[config.mk]
export PLATFORM = sky130hd
export DESIGN_NAME = tx_desc_engine
export DESIGN_NICKNAME = d
export VERILOG_FILES = /design/src/rtl/tde_pkg.sv /design/src/rtl/tde_regs.sv /design/src/rtl/tde_streamer.sv /design/src/rtl/tde_ctrl.sv /design/src/rtl/tx_desc_engine.sv
export SDC_FILE = /design/constraint.sdc
export NUM_CORES = 1
export LEC_CHECK = 0
export ABC_AREA = 1
export BUFFER_PORTS_ARGS = -buffer_cell sky130_fd_sc_hd__buf_2
export CORE_ASPECT_RATIO = 1.75
export CORE_UTILIZATION = 56
export CTS_CLUSTER_DIAMETER = 60
export DETAILED_ROUTE_END_ITERATION = 8
export PLACE_DENSITY = 0.88
export SLEW_MARGIN = 20
export SYNTH_ARGS = -nofsm -noshare
export SYNTH_HDL_FRONTEND = slang
export SYNTH_SLANG_ARGS = --single-unit
[constraint.sdc]
create_clock -name clk_i -period 5.4 [get_ports clk_i]
set_clock_uncertainty 0.15 [all_clocks]
set_input_delay 1.08 -clock clk_i [delete_from_list [all_inputs] [get_ports clk_i]]
set_output_delay 1.08 -clock clk_i [all_outputs]
set_load 0.01 [all_outputs]
[src/rtl/tde_pkg.sv]
package tde_pkg;
  localparam int OWN_BIT    = 31;
  localparam int EOR_BIT    = 30;
  localparam int FS_BIT     = 29;
  localparam int LS_BIT     = 28;
  localparam int LEN_W      = 13;
  localparam int DESC_SHIFT = 4;   // 16-byte descriptors
  localparam int BUF_OFS    = 8;   // byte offset of buffer address low word
  localparam int ALIGN_W    = 8;   // 256-byte ring alignment
  localparam int POLL_BIT   = 6;
  localparam int TXEN_BIT   = 2;

  localparam logic [1:0] SEL_BASE = 2'd0;
  localparam logic [1:0] SEL_CMD  = 2'd1;
  localparam logic [1:0] SEL_POLL = 2'd2;

  typedef enum logic [2:0] {
    C_IDLE, C_ST_REQ, C_ST_WAIT, C_BA_REQ, C_BA_WAIT, C_STREAM, C_WB, C_OK
  } ctrl_st_e;

  typedef enum logic [1:0] {S_IDLE, S_REQ, S_WAIT, S_OUT} strm_st_e;
endpackage

[src/rtl/tde_regs.sv]
module tde_regs
  import tde_pkg::*;
#(
  parameter int AW = 32,
  parameter int DW = 32
) (
  input  logic          clk_i,
  input  logic          rst_ni,
  input  logic          we_i,
  input  logic [1:0]    sel_i,
  input  logic [DW-1:0] wdata_i,
  output logic [AW-1:0] base_o,
  output logic          tx_en_o,
  output logic          doorbell_o,
  output logic          base_wr_o
);
  logic unused_wdata;
  assign unused_wdata = ^wdata_i;

  always_ff @(posedge clk_i or negedge rst_ni) begin
    if (!rst_ni) begin
      base_o  <= '0;
      tx_en_o <= 1'b0;
    end else if (we_i) begin
      if (sel_i == SEL_BASE) base_o <= {wdata_i[AW-1:ALIGN_W], {ALIGN_W{1'b0}}};
      if (sel_i == SEL_CMD)  tx_en_o <= wdata_i[TXEN_BIT];
    end
  end

  assign doorbell_o = we_i && (sel_i == SEL_POLL) && wdata_i[POLL_BIT];
  assign base_wr_o  = we_i && (sel_i == SEL_BASE);
endmodule

[src/rtl/tde_streamer.sv]
module tde_streamer
  import tde_pkg::*;
#(
  parameter int AW = 32,
  parameter int LW = LEN_W
) (
  input  logic          clk_i,
  input  logic          rst_ni,
  input  logic          start_i,
  input  logic [AW-1:0] addr_i,
  input  logic [LW-1:0] len_i,
  input  logic          fs_i,
  input  logic          ls_i,
  output logic          mem_req_o,
  output logic [AW-1:0] mem_addr_o,
  input  logic [31:0]   mem_rdata_i,
  output logic          tx_valid_o,
  input  logic          tx_ready_i,
  output logic [7:0]    tx_data_o,
  output logic          tx_sop_o,
  output logic          tx_eop_o,
  output logic          done_o
);
  strm_st_e      st_q;
  logic [AW-1:0] waddr_q;
  logic [1:0]    lane_q;
  logic [LW-1:0] cnt_q;
  logic [31:0]   word_q;
  logic          first_q, fs_q, ls_q;
  logic          last_byte;

  assign last_byte  = (cnt_q == LW'(1));
  assign mem_req_o  = (st_q == S_REQ);
  assign mem_addr_o = waddr_q;
  assign tx_valid_o = (st_q == S_OUT);
  assign tx_data_o  = word_q[{lane_q, 3'b000} +: 8];
  assign tx_sop_o   = tx_valid_o && first_q && fs_q;
  assign tx_eop_o   = tx_valid_o && last_byte && ls_q;
  assign done_o     = tx_valid_o && tx_ready_i && last_byte;

  always_ff @(posedge clk_i or negedge rst_ni) begin
    if (!rst_ni) begin
      st_q    <= S_IDLE;
      waddr_q <= '0;
      lane_q  <= '0;
      cnt_q   <= '0;
      word_q  <= '0;
      first_q <= 1'b0;
      fs_q    <= 1'b0;
      ls_q    <= 1'b0;
    end else begin
      unique case (st_q)
        S_IDLE: if (start_i) begin
          waddr_q <= {addr_i[AW-1:2], 2'b00};
          lane_q  <= addr_i[1:0];
          cnt_q   <= len_i;
          fs_q    <= fs_i;
          ls_q    <= ls_i;
          first_q <= 1'b1;
          st_q    <= S_REQ;
        end
        S_REQ:  st_q <= S_WAIT;
        S_WAIT: begin
          word_q <= mem_rdata_i;
          st_q   <= S_OUT;
        end
        S_OUT: if (tx_ready_i) begin
          first_q <= 1'b0;
          cnt_q   <= cnt_q - LW'(1);
          if (last_byte) begin
            st_q <= S_IDLE;
          end else if (lane_q == 2'd3) begin
            lane_q  <= 2'd0;
            waddr_q <= waddr_q + AW'(4);
            st_q    <= S_REQ;
          end else begin
            lane_q <= lane_q + 2'd1;
          end
        end
        default: st_q <= S_IDLE;
      endcase
    end
  end


  stall_hold_chk: assert property (@(posedge clk_i) disable iff (!rst_ni)
    tx_valid_o && !tx_ready_i |=> tx_valid_o && $stable(tx_data_o) && $stable(tx_eop_o) && $stable(tx_sop_o));

  eop_gap_chk: assert property (@(posedge clk_i) disable iff (!rst_ni)
    tx_valid_o && tx_ready_i && tx_eop_o |=> !tx_valid_o);

  sop_once_chk: assert property (@(posedge clk_i) disable iff (!rst_ni)
    tx_valid_o && tx_ready_i && tx_sop_o |=> !tx_sop_o);
endmodule

[src/rtl/tde_ctrl.sv]
module tde_ctrl
  import tde_pkg::*;
#(
  parameter int AW    = 32,
  parameter int IDX_W = 8,
  parameter int LW    = LEN_W
) (
  input  logic          clk_i,
  input  logic          rst_ni,
  input  logic [AW-1:0] base_i,
  input  logic          tx_en_i,
  input  logic          doorbell_i,
  input  logic          base_wr_i,
  output logic          mem_req_o,
  output logic          mem_we_o,
  output logic [AW-1:0] mem_addr_o,
  output logic [31:0]   mem_wdata_o,
  input  logic [31:0]   mem_rdata_i,
  output logic          strm_start_o,
  output logic [AW-1:0] strm_addr_o,
  output logic [LW-1:0] strm_len_o,
  output logic          strm_fs_o,
  output logic          strm_ls_o,
  input  logic          strm_done_i,
  output logic          strm_busy_o,
  output logic          tx_ok_o
);
  localparam int PAD_W = AW - IDX_W - DESC_SHIFT;

  ctrl_st_e         st_q;
  logic [IDX_W-1:0] idx_q;
  logic [31:0]      status_q;
  logic             pend_q;
  logic [AW-1:0]    desc_addr;

  assign desc_addr = base_i + {{PAD_W{1'b0}}, idx_q, {DESC_SHIFT{1'b0}}};

  always_comb begin
    mem_req_o   = 1'b0;
    mem_we_o    = 1'b0;
    mem_addr_o  = desc_addr;
    mem_wdata_o = status_q;
    mem_wdata_o[OWN_BIT] = 1'b0;
    unique case (st_q)
      C_ST_REQ: mem_req_o = 1'b1;
      C_BA_REQ: begin
        mem_req_o  = 1'b1;
        mem_addr_o = desc_addr + AW'(BUF_OFS);
      end
      C_WB: begin
        mem_req_o = 1'b1;
        mem_we_o  = 1'b1;
      end
      default: ;
    endcase
  end

  assign strm_len_o   = status_q[LW-1:0];
  assign strm_fs_o    = status_q[FS_BIT];
  assign strm_ls_o    = status_q[LS_BIT];
  assign strm_addr_o  = mem_rdata_i[AW-1:0];
  assign strm_start_o = (st_q == C_BA_WAIT) && (strm_len_o != '0);
  assign strm_busy_o  = (st_q == C_STREAM);
  assign tx_ok_o      = (st_q == C_OK);

  always_ff @(posedge clk_i or negedge rst_ni) begin
    if (!rst_ni) begin
      st_q     <= C_IDLE;
      idx_q    <= '0;
      status_q <= '0;
      pend_q   <= 1'b0;
    end else begin
      if (doorbell_i && st_q != C_IDLE) pend_q <= 1'b1;
      if (base_wr_i) idx_q <= '0;
      else if (st_q == C_OK) idx_q <= status_q[EOR_BIT] ? '0 : idx_q + IDX_W'(1);
      unique case (st_q)
        C_IDLE:    if (doorbell_i && tx_en_i) st_q <= C_ST_REQ;
        C_ST_REQ:  st_q <= C_ST_WAIT;
        C_ST_WAIT: begin
          status_q <= mem_rdata_i;
          if (mem_rdata_i[OWN_BIT]) begin
            st_q <= C_BA_REQ;
          end else begin
            // a doorbell seen during the scan buys one more look
            st_q   <= (pend_q || doorbell_i) ? C_ST_REQ : C_IDLE;
            pend_q <= 1'b0;
          end
        end
        C_BA_REQ:  st_q <= C_BA_WAIT;
        C_BA_WAIT: st_q <= (strm_len_o != '0) ? C_STREAM : C_WB;
        C_STREAM:  if (strm_done_i) st_q <= C_WB;
        C_WB:      st_q <= C_OK;
        C_OK: begin
          if (tx_en_i) begin
            st_q <= C_ST_REQ;
          end else begin
            st_q   <= C_IDLE;
            pend_q <= 1'b0;
          end
        end
        default: st_q <= C_IDLE;
      endcase
    end
  end


  ok_pulse_chk: assert property (@(posedge clk_i) disable iff (!rst_ni)
    tx_ok_o |=> !tx_ok_o);

  ok_after_wb_chk: assert property (@(posedge clk_i) disable iff (!rst_ni)
    tx_ok_o |-> $past(mem_we_o));

  db_ignored_chk: assert property (@(posedge clk_i) disable iff (!rst_ni)
    (st_q == C_IDLE) && doorbell_i && !tx_en_i |=> (st_q == C_IDLE));

  stop_on_disable_chk: assert property (@(posedge clk_i) disable iff (!rst_ni)
    tx_ok_o && !tx_en_i |=> !mem_req_o);
endmodule

[src/rtl/tx_desc_engine.sv]
module tx_desc_engine
  import tde_pkg::*;
#(
  parameter int AW    = 32,
  parameter int IDX_W = 8
) (
  input  logic          clk_i,
  input  logic          rst_ni,
  input  logic          reg_we_i,
  input  logic [1:0]    reg_sel_i,
  input  logic [31:0]   reg_wdata_i,
  output logic          mem_req_o,
  output logic          mem_we_o,
  output logic [AW-1:0] mem_addr_o,
  output logic [31:0]   mem_wdata_o,
  input  logic [31:0]   mem_rdata_i,
  output logic          tx_valid_o,
  input  logic          tx_ready_i,
  output logic [7:0]    tx_data_o,
  output logic          tx_sop_o,
  output logic          tx_eop_o,
  output logic          tx_ok_o
);
  logic [AW-1:0]    base;
  logic             tx_en, doorbell, base_wr;
  logic             c_req, c_we, s_req;
  logic [AW-1:0]    c_addr, s_addr, st_addr;
  logic [31:0]      c_wdata;
  logic             st_start, st_fs, st_ls, st_done, st_busy;
  logic [LEN_W-1:0] st_len;

  tde_regs #(.AW(AW), .DW(32)) regs_i (
    .clk_i, .rst_ni,
    .we_i(reg_we_i), .sel_i(reg_sel_i), .wdata_i(reg_wdata_i),
    .base_o(base), .tx_en_o(tx_en), .doorbell_o(doorbell), .base_wr_o(base_wr)
  );

  tde_ctrl #(.AW(AW), .IDX_W(IDX_W), .LW(LEN_W)) ctrl_i (
    .clk_i, .rst_ni,
    .base_i(base), .tx_en_i(tx_en), .doorbell_i(doorbell), .base_wr_i(base_wr),
    .mem_req_o(c_req), .mem_we_o(c_we), .mem_addr_o(c_addr), .mem_wdata_o(c_wdata),
    .mem_rdata_i,
    .strm_start_o(st_start), .strm_addr_o(st_addr), .strm_len_o(st_len),
    .strm_fs_o(st_fs), .strm_ls_o(st_ls), .strm_done_i(st_done),
    .strm_busy_o(st_busy), .tx_ok_o
  );

  tde_streamer #(.AW(AW), .LW(LEN_W)) strm_i (
    .clk_i, .rst_ni,
    .start_i(st_start), .addr_i(st_addr), .len_i(st_len), .fs_i(st_fs), .ls_i(st_ls),
    .mem_req_o(s_req), .mem_addr_o(s_addr), .mem_rdata_i,
    .tx_valid_o, .tx_ready_i, .tx_data_o, .tx_sop_o, .tx_eop_o,
    .done_o(st_done)
  );

  // streamer owns the memory port only while a frame is in flight
  assign mem_req_o   = st_busy ? s_req  : c_req;
  assign mem_we_o    = st_busy ? 1'b0   : c_we;
  assign mem_addr_o  = st_busy ? s_addr : c_addr;
  assign mem_wdata_o = c_wdata;
endmodule

=== Word-level counts from Yosys, hierarchy flattened ===
Index checks and enable logic that the tools add are counted.

* Bits in registers: 152
* Logic and storage cells: 112
* Output and inout bits: 78
* Input port bits: 70

* Reduce and logical (&&, ||, !) cells: 29
* Shift operators: 1
* $add $sub $neg: 6
* Mux-type cells: 41
* Equality and inequality tests: 21

{| class="wikitable"
|+ Operators with widths
! operator !! number
|-
| 32-bit two-way mux || 6
|-
| 32-bit case mux with 2 select lines || 1
|-
| 32-bit by 12-bit adder with 32-bit output || 1
|-
| 32-bit by 3-bit adder with 32-bit output, second input constant || 1
|-
| 32-bit by 4-bit adder with 32-bit output, second input constant || 1
|-
| 32-bit by 6-bit indexed part select with 8-bit output || 1
|-
| 13-bit two-way mux || 2
|-
| 13-bit case mux with 2 select lines || 1
|-
| 8-bit two-way mux || 3
|-
| 3-bit case mux with 8 select lines || 1
|-
| 2-bit two-way mux || 9
|-
| 13-bit by 1-bit equality test with 1-bit output, second input constant || 1
|-
| 13-bit nonzero test || 1
|-
| 13-bit by 1-bit subtractor with 13-bit output, second input constant || 1
|-
| 3-bit equality test, second input constant || 4
|-
| 1-bit logical AND || 12
|-
| 1-bit two-way mux || 11
|-
| 3-bit two-way mux || 3
|-
| 8-bit by 1-bit adder with 8-bit output, second input constant || 1
|-
| 2-bit equality test, second input constant || 4
|-
| 2-bit != test, second input constant || 4
|-
| 2-bit case mux with 4 select lines || 1
|-
| 2-bit AND reduction || 4
|-
| 3-bit by 2-bit equality test with 1-bit output, second input constant || 2
|-
| 16 further kinds || 22
|}

=== Logic depth before layout (Yosys ltp) ===
* Depth in word-level cells: 7
* Depth in mapped cells: 12
* Depth with buffers taken out: 12

=== Modules after synthesis ===
A second synthesis with hierarchy kept.

* Cell total of the unflattened synthesis: 1648
* Area, all modules: 11270.8 µm²

{| class="wikitable"
|+ By module, submodules not included
! module !! instances !! sequential area each (µm²) !! area each (µm²) !! cells an instance
|-
| tde_streamer || 1 || 2052.0 || 5225.0 || 760
|-
| tde_ctrl || 1 || 1076.0 || 4459.3 || 656
|-
| tde_regs || 1 || 625.6 || 1099.8 || 123
|-
| tx_desc_engine || 1 || 0.0 || 486.7 || 109
|}

=== Worst setup path after synthesis ===
Ideal clock, no wire load.

* Kind: reg2out
* Start: register ctrl_i.idx_q[4]
* End: output port mem_addr_o[16]
* Required time: 4.170 ns
* Setup slack: 2.400 ns
* Path buffers: 0
* Data arrival time: 1.770 ns
* Stages on the path, launching flop included: 9
* Cell sequence: dfrtp_1 > ha_1 > fa_1 > inv_1 > o21ai_1 > nand2_1 > nor2_2 > xnor2_1 > o21ai_0

* Cells in the longest elaborated chain, start to end: 4

{| class="wikitable"
|+ RTL lines
! item !! line !! source
|-
| start, declared || tde_ctrl.sv:31 || <nowiki>logic [IDX_W-1:0] idx_q;</nowiki>
|-
| start signal, assigned || tde_ctrl.sv:75 || <nowiki>else if (st_q == C_OK) idx_q <= status_q[EOR_BIT] ? '0 : idx_q + IDX_W'(1);</nowiki>
|-
| 32-bit by 12-bit adder with 32-bit output (*) || tde_ctrl.sv:36 || <nowiki>assign desc_addr = base_i + {{PAD_W{1'b0}}, idx_q, {DESC_SHIFT{1'b0}}};</nowiki>
|-
| 32-bit by 4-bit adder with 32-bit output || tde_ctrl.sv:48 || <nowiki>mem_addr_o = desc_addr + AW'(BUF_OFS);</nowiki>
|-
| 32-bit two-way mux (*) || tde_ctrl.sv:44 || <nowiki>unique case (st_q)</nowiki>
|-
| 32-bit two-way mux (*) || tx_desc_engine.sv:59 || <nowiki>assign mem_addr_o = st_busy ? s_addr : c_addr;</nowiki>
|-
| end, declared || tx_desc_engine.sv:14 || <nowiki>output logic [AW-1:0] mem_addr_o,</nowiki>
|}

Every way passes the cells marked *; elsewhere a longest branch is shown, timed or not.

=== Final worst setup path ===
Ends and elaborated chain as after synthesis.

==> results.json <==
{
  "status": "finished, violations left",
  "violations": "design-rule violations",
  "wl_um": 26900,
  "synth_flop_cell": "dfrtp_1",
  "maxSlewHeadroom": 0.338,
  "diodes": 0,
  "final_area_um2": 10300,
  "drcViolationCount": 22,
  "p_leak_nw": 5.28,
  "die_w_um": 97.8,
  "required_ps": 4170,
  "drt_iter0_drc": 714,
  "syn_area_per_cell_um2": 6.91,
  "dp_hpwl_um": 19700,
  "cp-end-kind": "primary output",
  "vias": 8965,
  "numCtsBuffers": 17,
  "fp.dieArea_um2": 16600,
  "finalHoldViolations": 0,
  "cts_sinks": 150,
  "synth_area_um2": 8990,
  "worst_hold_slack_ps": 338,
  "cts-resized-gates": 0,
  "total_power_mw": 5.97,
  "syn_inst": 1301,
  "grt_usage": 0.335,
  "antenna_found_initial": 0,
  "async_reset_ff_frac": 1.00,
  "place_area_um2": 9690,
  "gp_congestion": 0.967,
  "portBuffers": 138,
  "worstHoldPathType": "reg -> reg",
  "max_cap_viol_count": 0,
  "ys_ff_latch": 150,
  "pre_cts_slack_ps": 2010,
  "worstSetupStartpointType": "flip-flop",
  "synth_edf_count": 0,
  "placed_cells": 1580,
  "vias_per_cell": 5.56,
  "finalSetupViolCount": 0,
  "synth_cell_types": 39,
  "core_area_um2": 15500,
  "worstSkewPairLatency_ps": 430,
  "die_y_um": 170,
  "path_class": "reg -> out",
  "hold_buffers": 0,
  "grt_max_degree": 66,
  "drive_gt1_frac": 0.153,
  "final_max_slew_viol_count": 0,
  "crit_arrival_ps": 2560,
  "cts_tree": "yes",
  "yosys_warnings": 0,
  "setup_slack_ps": 1610,
  "grt_pass1_wl_um": 42800,
  "power.density_nw_per_um2": 578,
  "fin_crit_sh": 0.701,
  "fmax_mhz": 264,
  "io_pins": 148,
  "ir_worst_vdd_uv": 449,
  "clk_path_buf_depth": 2,
  "antenna_left": 0,
  "seq_area_frac_synth": 0.418,
  "post_cts_buffers": 0,
  "grt-ovfl-total": 0,
  "start_util": 0.578,
  "rsz0062_at_grt": "no",
  "first_global_vias": 8580,
  "clkTransAtPathRegs_ps": 70,
  "fin_crit_ps": 3790,
  "final_cells": 1612,
  "final_core_util": 0.665,
  "dr.pass1.iters": 7,
  "final_net_count": 1498,
  "fillCellCount": 1279,
  "finalSetupTns_ps": 0,
  "max_slew.worst_pin.slew_ps": 994,
  "wire_per_inst_um": 16.7,
  "clockRootBuffer": "clkbuf_16",
  "fp-row-count": 60,
  "htreeDepth": 4,
  "syn_to_final_growth_pct": 14.9,
  "cp_max_fo": 5
}
metal layers:
layer	routed length, um	track usage	vias up
li1	-	-	4344
met1	9650	0.358	4099
met2	13500	0.591	403
met3	1550	0.0486	119
met4	2130	0.259	0
met5	0	0	-
kinds of logic after synthesis:
kind of cell	Yosys count	share of synthesized area
mux	9	0.0113
compound gates	182	0.107
xor+xnor	20	0.0195
fa+ha+maj	15	0.0217
flops	150	0.418
simple gates	761	0.346
buf+inv	163	0.0764
other cells	1	0.000417
Yosys cell counts (10+ instances only):
| master | count | area share |
|---|---|---|
| nor2_1 | 133 | 0.056 |
| xnor2_1 | 10 | 0.0097 |
| o21ai_1 | 11 | 0.0061 |
| dfrtp_1 | 150 | 0.42 |
| nand3_1 | 61 | 0.034 |
| inv_1 | 104 | 0.043 |
| ha_1 | 14 | 0.019 |
| nand2_1 | 509 | 0.21 |
| xor2_1 | 10 | 0.0097 |
| clkbuf_1 | 28 | 0.012 |
| a21oi_1 | 47 | 0.026 |
| o21ai_0 | 100 | 0.056 |
| nand4_1 | 15 | 0.010 |
| nor2_2 | 15 | 0.010 |
worst paths after layout:
kind	start	end	slack, ps	cells after the start
setup / recovery	ctrl_i.idx_q[4]	mem_addr_o[16]	1610	9
hold / removal	ctrl_i.status_q[24]	ctrl_i.status_q[24]	340	2
setup reg to reg	strm_i.st_q[1]	strm_i.mem_addr_o[2]	2370	7
hold reg to reg	ctrl_i.status_q[24]	ctrl_i.status_q[24]	340	2
max in group asynchronous	rst_ni	strm_i.cnt_q[7]	3450	2
min in group asynchronous	rst_ni	ctrl_i.idx_q[6]	450	1
cell usage in the layout, fill, tap and decap left out, types with 3 or more instances in the layout:
master / instances
nand2_1: 509
dfrtp_1: 150
buf_2: 137
nor2_1: 133
inv_1: 104
o21ai_0: 100
nand3_1: 61
a21oi_1: 47
clkbuf_16: 17
nor2_2: 15
nand4_1: 15
ha_1: 12
o21ai_1: 11
xor2_1: 10
xnor2_1: 10
mux2_2: 9
nand3b_1: 8
o22ai_1: 7
inv_2: 7
nor3_1: 7
a31oi_1: 5
nand2_2: 5
inv_8: 5
a211oi_1: 4
o21bai_1: 4
buf_4: 4
nand3_2: 3
conb_1: 3
bufinv_16: 3
inv_6: 3
report_power, final:
part | internal (mW) | switching [mW] | total [mW]
Clock | 0.753 | 0.536 | 1.29
Combinational | 0.891 | 1.67 | 2.56
Sequential | 1.60 | 0.516 | 2.12
Total | 3.25 | 2.73 | 5.97
state kept, by name (all words and copies together) (netlist names):
register and count:
strm_i.word_q 32, ctrl_i.status_q 31, strm_i.mem_addr_o 30, regs_i.base_o 24
strm_i.cnt_q 13, ctrl_i.idx_q 8, ctrl_i.st_q 3, strm_i.lane_q 2
strm_i.st_q 2, ctrl_i.pend_q 1, regs_i.tx_en_o 1, strm_i.first_q 1
strm_i.fs_q 1, strm_i.ls_q 1
critical path, cell delays in order (launching register included):
cell and delay [ps]:
dfrtp_1 410, ha_1 220, fa_1 410, inv_1 90, o21ai_1 110, nand2_1 250
nor2_2 100, xnor2_1 130, o21ai_0 220, buf_2 190
final cells by class:
type	instances	area [um2]	area share
repair buffers	142	727	0.0704
flip-flops and latches	150	3750	0.363
well taps	186	233	0.0225
multi-input cells	990	4560	0.441
inverters	112	420	0.0407
clock buffers	18	429	0.0415
clock inverters	14	206	0.0200
No activity file was read; power rests on OpenSTA's default activity.
